===== config.mk =====
export PLATFORM = sky130hd
export DESIGN_NAME = rxflt_bank
export DESIGN_NICKNAME = d
export VERILOG_FILES = /design/src/rtl/rxflt_pkg.sv /design/src/rtl/rxflt_regs.sv /design/src/rtl/rxflt_cmp.sv /design/src/rtl/rxflt_pick.sv /design/src/rtl/rxflt_bank.sv
export SDC_FILE = /design/constraint.sdc
export NUM_CORES = 1
export LEC_CHECK = 0
export BUFFER_PORTS_ARGS = -buffer_cell sky130_fd_sc_hd__clkbuf_2
export CAP_MARGIN = 20
export CORE_MARGIN = 2
export CORE_UTILIZATION = 45
export CTS_CLUSTER_DIAMETER = 150
export DETAILED_ROUTE_END_ITERATION = 12
export PLACE_DENSITY = 0.77
export SYNTH_ARGS = -nofsm -noshare
export SYNTH_HDL_FRONTEND = slang
export SYNTH_SLANG_ARGS = --single-unit

===== constraint.sdc =====
create_clock -name clk -period 1.7 [get_ports clk]
set_clock_uncertainty 0.05 [all_clocks]
set_input_delay 0.085 -clock clk [delete_from_list [all_inputs] [get_ports clk]]
set_output_delay 0.085 -clock clk [all_outputs]
set_load 0.02 [all_outputs]

===== src/rtl/rxflt_pkg.sv =====
package rxflt_pkg;
  localparam int ID_W = 32;

  // masked equality: every bit the mask keeps must agree
  function automatic logic id_match(input logic [ID_W-1:0] fid,
                                    input logic [ID_W-1:0] msk,
                                    input logic [ID_W-1:0] ref_id);
    return ((fid ^ ref_id) & msk) == '0;
  endfunction
endpackage


===== src/rtl/rxflt_regs.sv =====
module rxflt_regs
  import rxflt_pkg::*;
#(
  parameter int NFLT        = 4,
  parameter int AW          = 8,
  parameter int EN_ADDR     = 'h60,
  parameter int PAIR_BASE   = 'h64,
  parameter int PAIR_STRIDE = 8
) (
  input  logic                      clk,
  input  logic                      rst_n,
  input  logic                      wr_en,
  input  logic                      rd_en,
  input  logic [AW-1:0]             addr,
  input  logic [ID_W-1:0]           wdata,
  output logic [ID_W-1:0]           rdata,
  output logic [NFLT-1:0]           en_q,
  output logic [NFLT-1:0][ID_W-1:0] mask_q,
  output logic [NFLT-1:0][ID_W-1:0] ref_q,
  output logic                      wr_block
);
  localparam int REF_OFS = 4;

  logic [NFLT-1:0] sel_m, sel_r;
  logic            sel_en;
  logic [ID_W-1:0] rmux;

  assign sel_en = (addr == AW'(EN_ADDR));

  for (genvar k = 0; k < NFLT; k++) begin : g_flt
    logic [ID_W-1:0] m_r, r_r;
    assign sel_m[k] = (addr == AW'(PAIR_BASE + k * PAIR_STRIDE));
    assign sel_r[k] = (addr == AW'(PAIR_BASE + REF_OFS + k * PAIR_STRIDE));

    always_ff @(posedge clk or negedge rst_n) begin
      if (!rst_n) begin
        m_r <= '0;
        r_r <= '0;
      end else if (wr_en && !en_q[k]) begin
        if (sel_m[k]) m_r <= wdata;
        if (sel_r[k]) r_r <= wdata;
      end
    end

    assign mask_q[k] = m_r;
    assign ref_q[k]  = r_r;
  end

  always_ff @(posedge clk or negedge rst_n) begin
    if (!rst_n)               en_q <= '0;
    else if (wr_en && sel_en) en_q <= wdata[NFLT-1:0];
  end

  // a configuration write aimed at an enabled filter
  assign wr_block = wr_en && (|((sel_m | sel_r) & en_q));

  always_comb begin
    rmux = '0;
    if (sel_en) rmux = ID_W'(en_q);
    for (int k = 0; k < NFLT; k++) begin
      if (sel_m[k]) rmux = mask_q[k];
      if (sel_r[k]) rmux = ref_q[k];
    end
  end

  always_ff @(posedge clk or negedge rst_n) begin
    if (!rst_n)     rdata <= '0;
    else if (rd_en) rdata <= rmux;
  end
endmodule


===== src/rtl/rxflt_cmp.sv =====
module rxflt_cmp
  import rxflt_pkg::*;
(
  input  logic            on,
  input  logic [ID_W-1:0] fid,
  input  logic [ID_W-1:0] msk,
  input  logic [ID_W-1:0] ref_id,
  output logic            hit
);
  assign hit = on && id_match(fid, msk, ref_id);
endmodule


===== src/rtl/rxflt_pick.sv =====
module rxflt_pick #(
  parameter int NFLT = 4,
  parameter int IW   = $clog2(NFLT)
) (
  input  logic            clk,
  input  logic            rst_n,
  input  logic            frm_vld,
  input  logic [NFLT-1:0] hit_vec,
  input  logic [NFLT-1:0] en_q,
  output logic            acc_vld,
  output logic            acc_ok,
  output logic            acc_hit,
  output logic [IW-1:0]   acc_idx
);
  logic [IW-1:0] win_idx;
  logic          found;

  always_comb begin
    win_idx = '0;
    for (int k = NFLT - 1; k >= 0; k--)
      if (hit_vec[k]) win_idx = IW'(k);
  end

  assign found = |hit_vec;

  always_ff @(posedge clk or negedge rst_n) begin
    if (!rst_n) begin
      acc_vld <= 1'b0;
      acc_ok  <= 1'b0;
      acc_hit <= 1'b0;
      acc_idx <= '0;
    end else begin
      acc_vld <= frm_vld;
      acc_ok  <= frm_vld && (found || (en_q == '0));
      acc_hit <= frm_vld && found;
      acc_idx <= frm_vld ? win_idx : '0;
    end
  end
endmodule


===== src/rtl/rxflt_bank.sv =====
module rxflt_bank
  import rxflt_pkg::*;
#(
  parameter int NFLT = 4,
  parameter int AW   = 8
) (
  input  logic                    clk,
  input  logic                    rst_n,
  input  logic                    bus_wr,
  input  logic                    bus_rd,
  input  logic [AW-1:0]           bus_addr,
  input  logic [ID_W-1:0]         bus_wdata,
  output logic [ID_W-1:0]         bus_rdata,
  input  logic                    frm_vld,
  input  logic [ID_W-1:0]         frm_id,
  output logic                    acc_vld,
  output logic                    acc_ok,
  output logic                    acc_hit,
  output logic [$clog2(NFLT)-1:0] acc_idx
);
  localparam int IW = $clog2(NFLT);

  logic [NFLT-1:0]           en_q;
  logic [NFLT-1:0][ID_W-1:0] mask_q, ref_q;
  logic [NFLT-1:0]           hit_vec;
  logic                      wr_block;
  logic [2*NFLT*ID_W-1:0]    cfg_flat;

  assign cfg_flat = {mask_q, ref_q};

  rxflt_regs #(.NFLT(NFLT), .AW(AW)) u_regs (
    .clk(clk), .rst_n(rst_n), .wr_en(bus_wr), .rd_en(bus_rd),
    .addr(bus_addr), .wdata(bus_wdata), .rdata(bus_rdata),
    .en_q(en_q), .mask_q(mask_q), .ref_q(ref_q), .wr_block(wr_block)
  );

  for (genvar k = 0; k < NFLT; k++) begin : g_cmp
    rxflt_cmp u_cmp (
      .on(en_q[k]), .fid(frm_id), .msk(mask_q[k]),
      .ref_id(ref_q[k]), .hit(hit_vec[k])
    );
  end

  rxflt_pick #(.NFLT(NFLT), .IW(IW)) u_pick (
    .clk(clk), .rst_n(rst_n), .frm_vld(frm_vld), .hit_vec(hit_vec),
    .en_q(en_q), .acc_vld(acc_vld), .acc_ok(acc_ok),
    .acc_hit(acc_hit), .acc_idx(acc_idx)
  );
endmodule


======== Yosys cells after proc, flatten, opt, wreduce, memory -nomap -nowiden ========
Cells that the tools add are included.
operators by class
  bitwise operators ....................... 8
  muxes and demuxes ....................... 14
  reduce and logical (&&, ||, !) cells .... 30
  eq/ne operators ......................... 9
operator list
  cell                                                              count
  32-bit 2-to-1 mux                                                 8
  32-bit AND                                                        4
  32-bit logical NOT                                                4
  32-bit bitwise XOR                                                4
  8-bit by 7-bit == test with 1-bit output (second input constant)  8
  2-bit AND reduction                                               8
  1-bit logical AND                                                 11
  2-bit 2-to-1 mux                                                  5
  8-bit == test (second input constant)                             1
  1-bit logical NOT                                                 4
  4-bit logical NOT                                                 1
  4-bit 2-to-1 mux                                                  1
  4-bit OR reduction                                                1
  1-bit logical OR                                                  1
storage, ports and cells
  bits of input ports ..................... 77
  register bits ........................... 297
  output and inout bits ................... 37
  logic and storage cells ................. 75

======== Longest topological paths before layout ========
Gate-level depths: netlist (run 1).
  depth after elaboration ................. 10
  gate-level depth with buffers ........... 9

======== Cells and area by module ========
A second synthesis (run 1) with hierarchy kept.
second synthesis, totals
  cell total of the unflattened synthesis .. 1219
  area, all modules ....................... 15018.2 µm²
by module, submodules not included
  module      cells an instance  area an instance (µm²)  times used
  rxflt_regs  993                13021.2                 1
  rxflt_cmp   53                 454.2                   4
  rxflt_pick  14                 180.2                   1

======== Least setup slack after synthesis (run 1) ========
Ideal clock, no wire load.
  kind .................................... input to register
  from .................................... input bus_addr[7]
  to ...................................... register u_regs.g_flt[2].m_r[1]
  stages .................................. 6
  buffers on the path ..................... 1
  arrival ................................. 1.426 ns
  data required time ...................... 1.525 ns
  setup slack ............................. 0.099 ns
  path through ............................ and3b_1 and2_1 nand2_1 nor3_2 buf_4 mux2_2
on the way
  longest elaborated chain between the ends .. 2
ends and longest elaborated chain
  item                                      RTL line          RTL
  start: declaration                        rxflt_bank.sv:11  input logic [AW-1:0] bus_addr,
  8-bit by 7-bit == test with 1-bit output  rxflt_regs.sv:32  assign sel_m[k] = (addr == AW'(PAIR_BASE + k * PAIR_STRIDE));
  2-bit AND reduction (no source line)      --
  end signal: assignment                    rxflt_regs.sv:40  if (sel_m[k]) m_r <= wdata;
  end: declaration                          rxflt_regs.sv:31  logic [ID_W-1:0] m_r, r_r;
Every way passes these cells.
A chain may end at the register's enable or synchronous reset.

======== Final worst setup path (run 1) ========
  from .................................... register u_regs.g_flt[1].r_r[31]
  to ...................................... register u_pick.acc_idx[1]
on the way
  longest elaborated chain between the ends .. 7
ends and longest elaborated chain
  item                           RTL line          RTL
  start: declaration             rxflt_regs.sv:31
  start signal: assignment       rxflt_regs.sv:41  if (sel_r[k]) r_r <= wdata;
  32-bit bitwise XOR             rxflt_pkg.sv:8    return ((fid ^ ref_id) & msk) == '0;
  32-bit AND                     rxflt_pkg.sv:8
  32-bit logical NOT             rxflt_pkg.sv:8
  1-bit logical AND              rxflt_cmp.sv:10   assign hit = on && id_match(fid, msk, ref_id);
  2-bit 2-to-1 mux (2 in a row)  rxflt_pick.sv:21  if (hit_vec[k]) win_idx = IW'(k);
  2-bit 2-to-1 mux               rxflt_pick.sv:36  acc_idx <= frm_vld ? win_idx : '0;
  end signal: assignment         rxflt_pick.sv:36
  end: declaration               rxflt_pick.sv:13  output logic [IW-1:0] acc_idx
Every way passes these cells.

==> impl_results.md, run 1 <==
- Area Growth Syn to Fin: 35.0%
- Avg Synthesized Cell Area: 11.7 µm²
- Final hold slack: 0.0497 ns
- Pre-CTS setup slack: -0.408 ns
- Least-Margin Pin Slew: 0.639 ns
- Post-placement cell count: 2,065
- Synthesized area: 14,900 µm²
- Yosys cell types: 42
- Fmax: 500 MHz
- Vias in the first global route: 13,500
- Unrepaired setup endpoints after global routing: yes
- Sequential-to-total area share from yosys stat: 49.9%
- Fin cells: 2,162
- CTS tree: done
- Final worst path period share: 118%
- Worst Hold Class: input pin to flop
- Ports: 114
- Crit-path cells: xor2_1 > a22oi_1 > buf_4 > nand4_1 > nor3_2 > nand4_1 > buf_4 > nor3b_1
- Worst Path Buf+Inv: 2
- DRT iter0 DRCs: 1,609
- Crit. End Element: flop
- LEAKAGE: 10.2 nW
- Layout Nets: 1,775
- DIE WIDTH: 186 µm
- Syn_nets: 1,350
- Crit-path slowest cell: dfrtp_1
- Post-layout minimum cycle time: 2.00 ns
- Status: finished with violations
- Die area: 34,600 µm²
- Via count: 13,100
- First-pass GRT wire length: 79,800 µm
- Pwr Density: 840 nW/µm²
- Routed len/inst: 24.7 µm
- Die Y: 186 µm
- Post-synth EDFFs: 0
- Top FF cell, synth: dfrtp_1
- Largest net degree at the start of global routing: 62
- Multi-input combinational cell area: 7220 µm²
- DRC Markers: 0
- Gr usage total: 31.2%
- Req. time, crit path: 2.11 ns
- Initial Util: 45.8%
- Routed Antenna Nets: 0
- PortBufs: 113
- Post-Route WL: 53,400 µm
- Layout cells sized above 1: 39.0%
- Worst path max stage delay: 0.39 ns
- Core area: 32,500 µm²
- Clock latency on the worst-skew pair: 0.58 ns
- Crit path DAT: 2.41 ns
- Hpwl dp: 37,800 µm
- CTS max path bufs: 3
- Reg clk slew, reported paths: 0.06 ns
- H-tree depth: 1
- Vias per cell: 6.04
- Final Hold Fails: 0
- Max capacitance violation total: 0
- Failing checks: setup timing
- Final Power: 0.0169 W
- Root Buffer: clkbuf_16
- Slew Viols, Final: 0
- First-pass DRT Iterations: 7
- CP delay by family, top: simple AND/OR/NAND/NOR gates
- Yosys warnings: 0
- FP Rows: 66
- Yosys reg bits: 297
- FF+latch area: 7440 µm²
- Clock buffer count from CTS: 31
- FILL cells: 2,494
- Startpoint types: flop
- CTS Sinks: 297
- Synth Instances: 1,273
- Worst vdd ir: 787 µV
- Placer Congestion: 0.978
- Grt ovf: 0
- R2r setup slk: -0.30 ns
- Setup CP Type: flop to flop
- Relative slew slack: 57.4%
- Asr flop ratio synth: 100%
- Initial antenna violation count: 1
- Slack of the critical path: -0.299 ns
- CP max FO: 2
- # setup viols final: 14
## report_power, final
group	total, W	internal, W	switching, W
combinational	0.00238	0.00109	0.00129
clock	0.00678	0.00389	0.00289
sequential	0.00774	0.00742	0.000316
## per-stage QoR
| stage | util, % | instance area (µm²) | setup TNS [ns] |
|---|---|---|---|
| CTS | 61.2 | 19900 | -1.23 |
| detailed placement | 56.5 | 18400 | -29.62 |
| global placement | 56.5 | 18400 | -21.51 |
| finish | 61.8 | 20100 | -1.69 |
| global route | 61.8 | 20100 | -2.55 |
| floorplan | - | 14900 | 0 |
## worst min-delay path, cell delays in order
cell,delay (ns)
clkbuf_2,0.15
nand3_1,0.22
mux2_2,0.19
## cells in the mapped netlist, types with 8 or more instances
cell type,n,share of area [%]
a21oi_1,89,3.0
o21ai_0,44,1.5
dfrtp_1,297,50
mux2_1,130,9.8
nand4_1,14,0.59
inv_1,33,0.83
buf_2,44,1.5
o22ai_1,32,1.3
clkbuf_1,16,0.40
a22o_1,8,0.47
mux2i_1,28,1.9
nand2_1,16,0.40
a222oi_1,32,2.1
a22oi_1,45,2.3
xor2_1,128,7.5
mux2_2,138,10
nor2_1,125,3.1
a221oi_1,12,0.71
## final timing paths
path | startpoint | to | cells after the start
setup / recovery | u_regs.g_flt[1].r_r[31] | u_pick.acc_idx[1] | 8
setup reg to reg | u_regs.g_flt[1].r_r[31] | u_pick.acc_idx[1] | 8
min in group asynchronous | rst_n | u_regs.g_flt[3].r_r[13] | 3
hold / removal | bus_wr | u_regs.en_q[0] | 3
hold reg to reg | u_regs.rdata[23] | u_regs.rdata[23] | 2
max in group asynchronous | rst_n | u_regs.g_flt[1].m_r[5] | 3
## area by class of cell
class / instances / share of cell area (%)
sequential: 297 / 37.0
multi-input combinational: 873 / 35.9
timing repair buffer: 462 / 18.8
clock buffer: 44 / 4.40
tap: 442 / 2.75
inverter: 33 / 0.616
clock inverter: 10 / 0.541
antenna: 1 / 0.0124
## cell usage in the layout, fill, tap and decap left out, drive strengths merged, types with 34 or more instances in the layout
cell type / n
a21oi: 89
a22oi: 45
buf: 315
clkbuf: 155
dfrtp: 297
dlygate4sd3: 36
inv: 34
mux2: 268
nor2: 126
o21ai: 44
xor2: 128
## logic make-up after synthesis
| family | count (synthesis) | synth area share [%] |
|---|---|---|
| flip-flops | 297 | 49.9 |
| XOR/XNOR | 128 | 7.52 |
| AND/OR/NAND/NOR | 185 | 5.79 |
| multiplexers | 296 | 22.1 |
| buffers and inverters | 103 | 3.19 |
| AO/OA/AOI/OAI | 264 | 11.5 |
## flip-flops by register name, indices dropped and copies added, names as in the netlist
| name | flops |
|---|---|
| u_pick.acc_idx | 2 |
| u_pick.acc_ok | 1 |
| u_pick.acc_vld | 1 |
| u_regs.g_flt.r_r | 128 |
| u_regs.g_flt.m_r | 128 |
| u_pick.acc_hit | 1 |
| u_regs.rdata | 32 |
| u_regs.en_q | 4 |
## routing by layer
| layer | track usage, % | vias to the layer above | part of all wire, % |
|---|---|---|---|
| li1 | - | 5479 | - |
| met3 | 9.45 | 202 | 12 |
| met2 | 47.9 | 919 | 45 |
| met5 | 0 | - | 0 |
| met4 | 16.0 | 0 | 5.6 |
| met1 | 39.8 | 6457 | 37 |
## repair_timing
action                                  CTS  global route
endpoints found under the hold margin   567             0
buffers inserted                          3             6
endpoints found under the setup margin   45            58
pin swaps                                25            53
cloned                                    0             0
hold buffers                             37             0
gates resized for setup                  31            45
(Power assumes the default switching activity.)
==> inputs of run 2 (changes only) <==
--- a/config.mk
+++ b/config.mk
@@ -12,6 +12,7 @@
 export CTS_CLUSTER_DIAMETER = 150
 export DETAILED_ROUTE_END_ITERATION = 12
 export PLACE_DENSITY = 0.77
+export SETUP_SLACK_MARGIN = 0.15
 export SYNTH_ARGS = -nofsm -noshare
 export SYNTH_HDL_FRONTEND = slang
 export SYNTH_SLANG_ARGS = --single-unit
==> run 2 against run 1 <==
Net effect:
- power increased by 2.2%
- critical endpoint is now u_pick.acc_ok
- the flow still finishes with violations (setup timing)
- combinational power is 3% lower
- wire length up 3.0%
- utilization fell by 0.40 points
- die area did not move
- cell area fell by 0.65%
- register-to-register slack improved by 0.02 ns
- maximum frequency increased by 1.2%
- sequential share of layout area increased by 0.23 points
- critical path depth shrank 1
==> impl_results.md, run 2 (same netlist as run 1, synthesis figures left out) <==
- Vias per cell: 6.06 (+0.35%)
- Layout cells sized above 1: 38.6% (-0.41 points)
- Worst vdd ir: 970 µV (+23%)
- Post-placement cell count: 1,983 (-4.0%)
- Initial Util: 45.8% (unchanged)
- Area Growth Syn to Fin: 34.1%
- Commonest non-fill, non-tap cells in the layout: 296 x dfrtp_1, 178 x buf_4, 128 x xor2_1
- First-pass GRT wire length: 78,500 µm (-1.7%)
- Layout Nets: 1,702 (-4.1%)
- DRT iter0 DRCs: 1,459 (-9.3%)
- Commonest non-fill, non-tap cell in the layout: dfrtp_1
- PortBufs: 113 (unchanged)
- Worst path max stage delay: 0.44 ns (+0.05 ns)
- Die Y: 186 µm (unchanged)
- First-pass DRT Iterations: 6 (-1)
- Final worst path period share: 116% (-1.4 points)
- FILL cells: 2,538 (+1.8%)
- Crit path DAT: 2.33 ns (-0.08 ns)
- GR peak layer: met2
- Clock latency on the worst-skew pair: 0.52 ns (-0.06 ns)
- Via count: 12,700 (-2.9%)
- FF+latch area: 7430 µm² (about the same)
- Ports: 114 (unchanged)
- Failing checks: setup timing
- Slack of the critical path: -0.275 ns (+0.0231 ns)
- Fin cells: 2,093 (-3.2%)
- Gr usage total: 31.1% (-0.079 points)
- Hpwl dp: 37,800 µm (+0.15%)
- Pwr Density: 865 nW/µm² (+2.9%)
- Slew Viols, Final: 0 (unchanged)
- DIE WIDTH: 186 µm (unchanged)
- Die area: 34,600 µm² (unchanged)
- Crit. End Element: flop
- Max capacitance violation total: 0 (unchanged)
- Setup tns final: -1.08 ns (+0.602 ns)
- Status: finished with violations
- Final Hold Fails: 0 (unchanged)
- Grt ovf: 0 (unchanged)
- H-tree depth: 2 (+1)
- Relative slew slack: 61.9% (+4.5 points)
- R2r setup slk: -0.28 ns (+0.02 ns)
- CP Launch Point: u_regs.g_flt[3].r_r[17]
- Least-Margin Pin Slew: 0.572 ns (-0.0673 ns)
- Grt met2 use: 48.0% (+0.12 points)
- Largest net degree at the start of global routing: 63 (+1.6%)
- CTS max path bufs: 3 (unchanged)
- Initial antenna violation count: 1 (unchanged)
- CP max FO: 2 (unchanged)
- Post-layout minimum cycle time: 1.98 ns (-0.0231 ns)
- Crit-path cells: xor2_1 > a22oi_1 > nand4_1 > nor3_2 > a22oi_2 > a31oi_2 > a21o_1
- DRC Markers: 0 (unchanged)
- Worst Hold Class: input pin to async pin
- Crit-path slowest cell: xor2_1
- # setup viols final: 9 (-5)
- CTS tree: done
- LEAKAGE: 9.89 nW (-2.8%)
- Routed Antenna Nets: 0 (unchanged)
- Core area: 32,500 µm² (unchanged)
- CTS Sinks: 297 (unchanged)
- Worst r2r src: u_regs.g_flt[3].r_r[17]
- Unrepaired setup endpoints after global routing: yes
- Routed len/inst: 26.3 µm (+6.3%)
- Fmax: 506 MHz (+1.2%)
- Multi-input combinational cell area: 7470 µm² (+3.5%)
- Placer Congestion: 1.01 (+3.1%)
- Vias in the first global route: 12,700 (-5.8%)
- Largest regs: u_regs.g_flt.m_r (128), u_regs.g_flt.r_r (128), u_regs.rdata (32)
- GR Layer Usage met3: 8.55% (-0.90 points)
- Reg clk slew, reported paths: 0.06 ns (about the same)
- Setup CP Type: flop to flop
- Startpoint types: flop
- FP Rows: 66 (unchanged)
- Req. time, crit path: 2.06 ns (-0.05 ns)
- GR Util met1: 40.7% (+0.83 points)
- Post-Route WL: 55,000 µm (+3.0%)
- Root Buffer: clkbuf_16
- Clock buffer count from CTS: 34 (+9.7%)
==> run 2: worst max-delay path, delay by kind of cell, from the launching register on <==
| family | cells | cell delay, ns |
|---|---|---|
| xor gates and xnor gates | 1 | 0.44 |
| and+or+nand+nor | 2 | 0.27 |
| AOI/OAI and AO/OA | 4 | 0.71 |
| DFF | 1 | 0.39 |
==> run 2: area by class of cell <==
cell class	instances	area share [%]
diodes	2	0.0250
clock inverters	12	0.664
multi-input cells	873	37.4
inverters	33	0.620
clock buffers	48	4.72
repair buffers	386	16.6
flip-flops and latches	297	37.2
well taps	442	2.77
==> run 2: repair_timing <==
action,4_1_cts,5_1_grt
setup buffers,3,5
gates resized for setup,52,95
hold buffers,35,0
gates cloned,0,5
hold endpoints to repair,564,0
endpoints found under the setup margin,122,83
pin swaps,45,44
==> run 2: stage by stage <==
step / hold WS [ns] / area (µm²) / setup slack (ns) / util [%] / power, W
after CTS: 0.0662 / 19500 / -0.181 / 59.8 / 0.0172
after global routing: 0.0942 / 20000 / -0.313 / 61.4 / 0.0178
final: 0.0398 / 20000 / -0.275 / 61.4 / 0.0173
after detailed placement: 0.0271 / 17800 / -0.378 / 54.7 / 0.00991
after floorplan: -0.261 / 14900 / 0.134 / - / 0.00865
after global placement: 0.0257 / 17800 / -0.382 / 54.7 / 0.00986
==> run 2: where the power goes <==
part	total [W]	switching (W)	internal, W
Sequential	0.00777	0.000345	0.00742
Clock	0.00719	0.00299	0.00420
Combinational	0.00232	0.00129	0.00102
Total	0.0173	0.00463	0.0126
==> run 2: worst paths after layout <==
kind                       depth (start not counted)               end
min in group clk                                   3    u_regs.en_q[2]
setup / recovery                                   7     u_pick.acc_ok
max in group asynchronous                          3  u_regs.rdata[10]
hold / removal                                     2  u_regs.rdata[21]
hold reg to reg                                    2  u_regs.rdata[22]
setup reg to reg                                   7     u_pick.acc_ok
==> run 2: layer usage <==
layer	wire, µm	up-vias
met5	0	-
met4	3090	0
met3	6170	208
met2	24500	810
met1	21200	6308
li1	-	5358
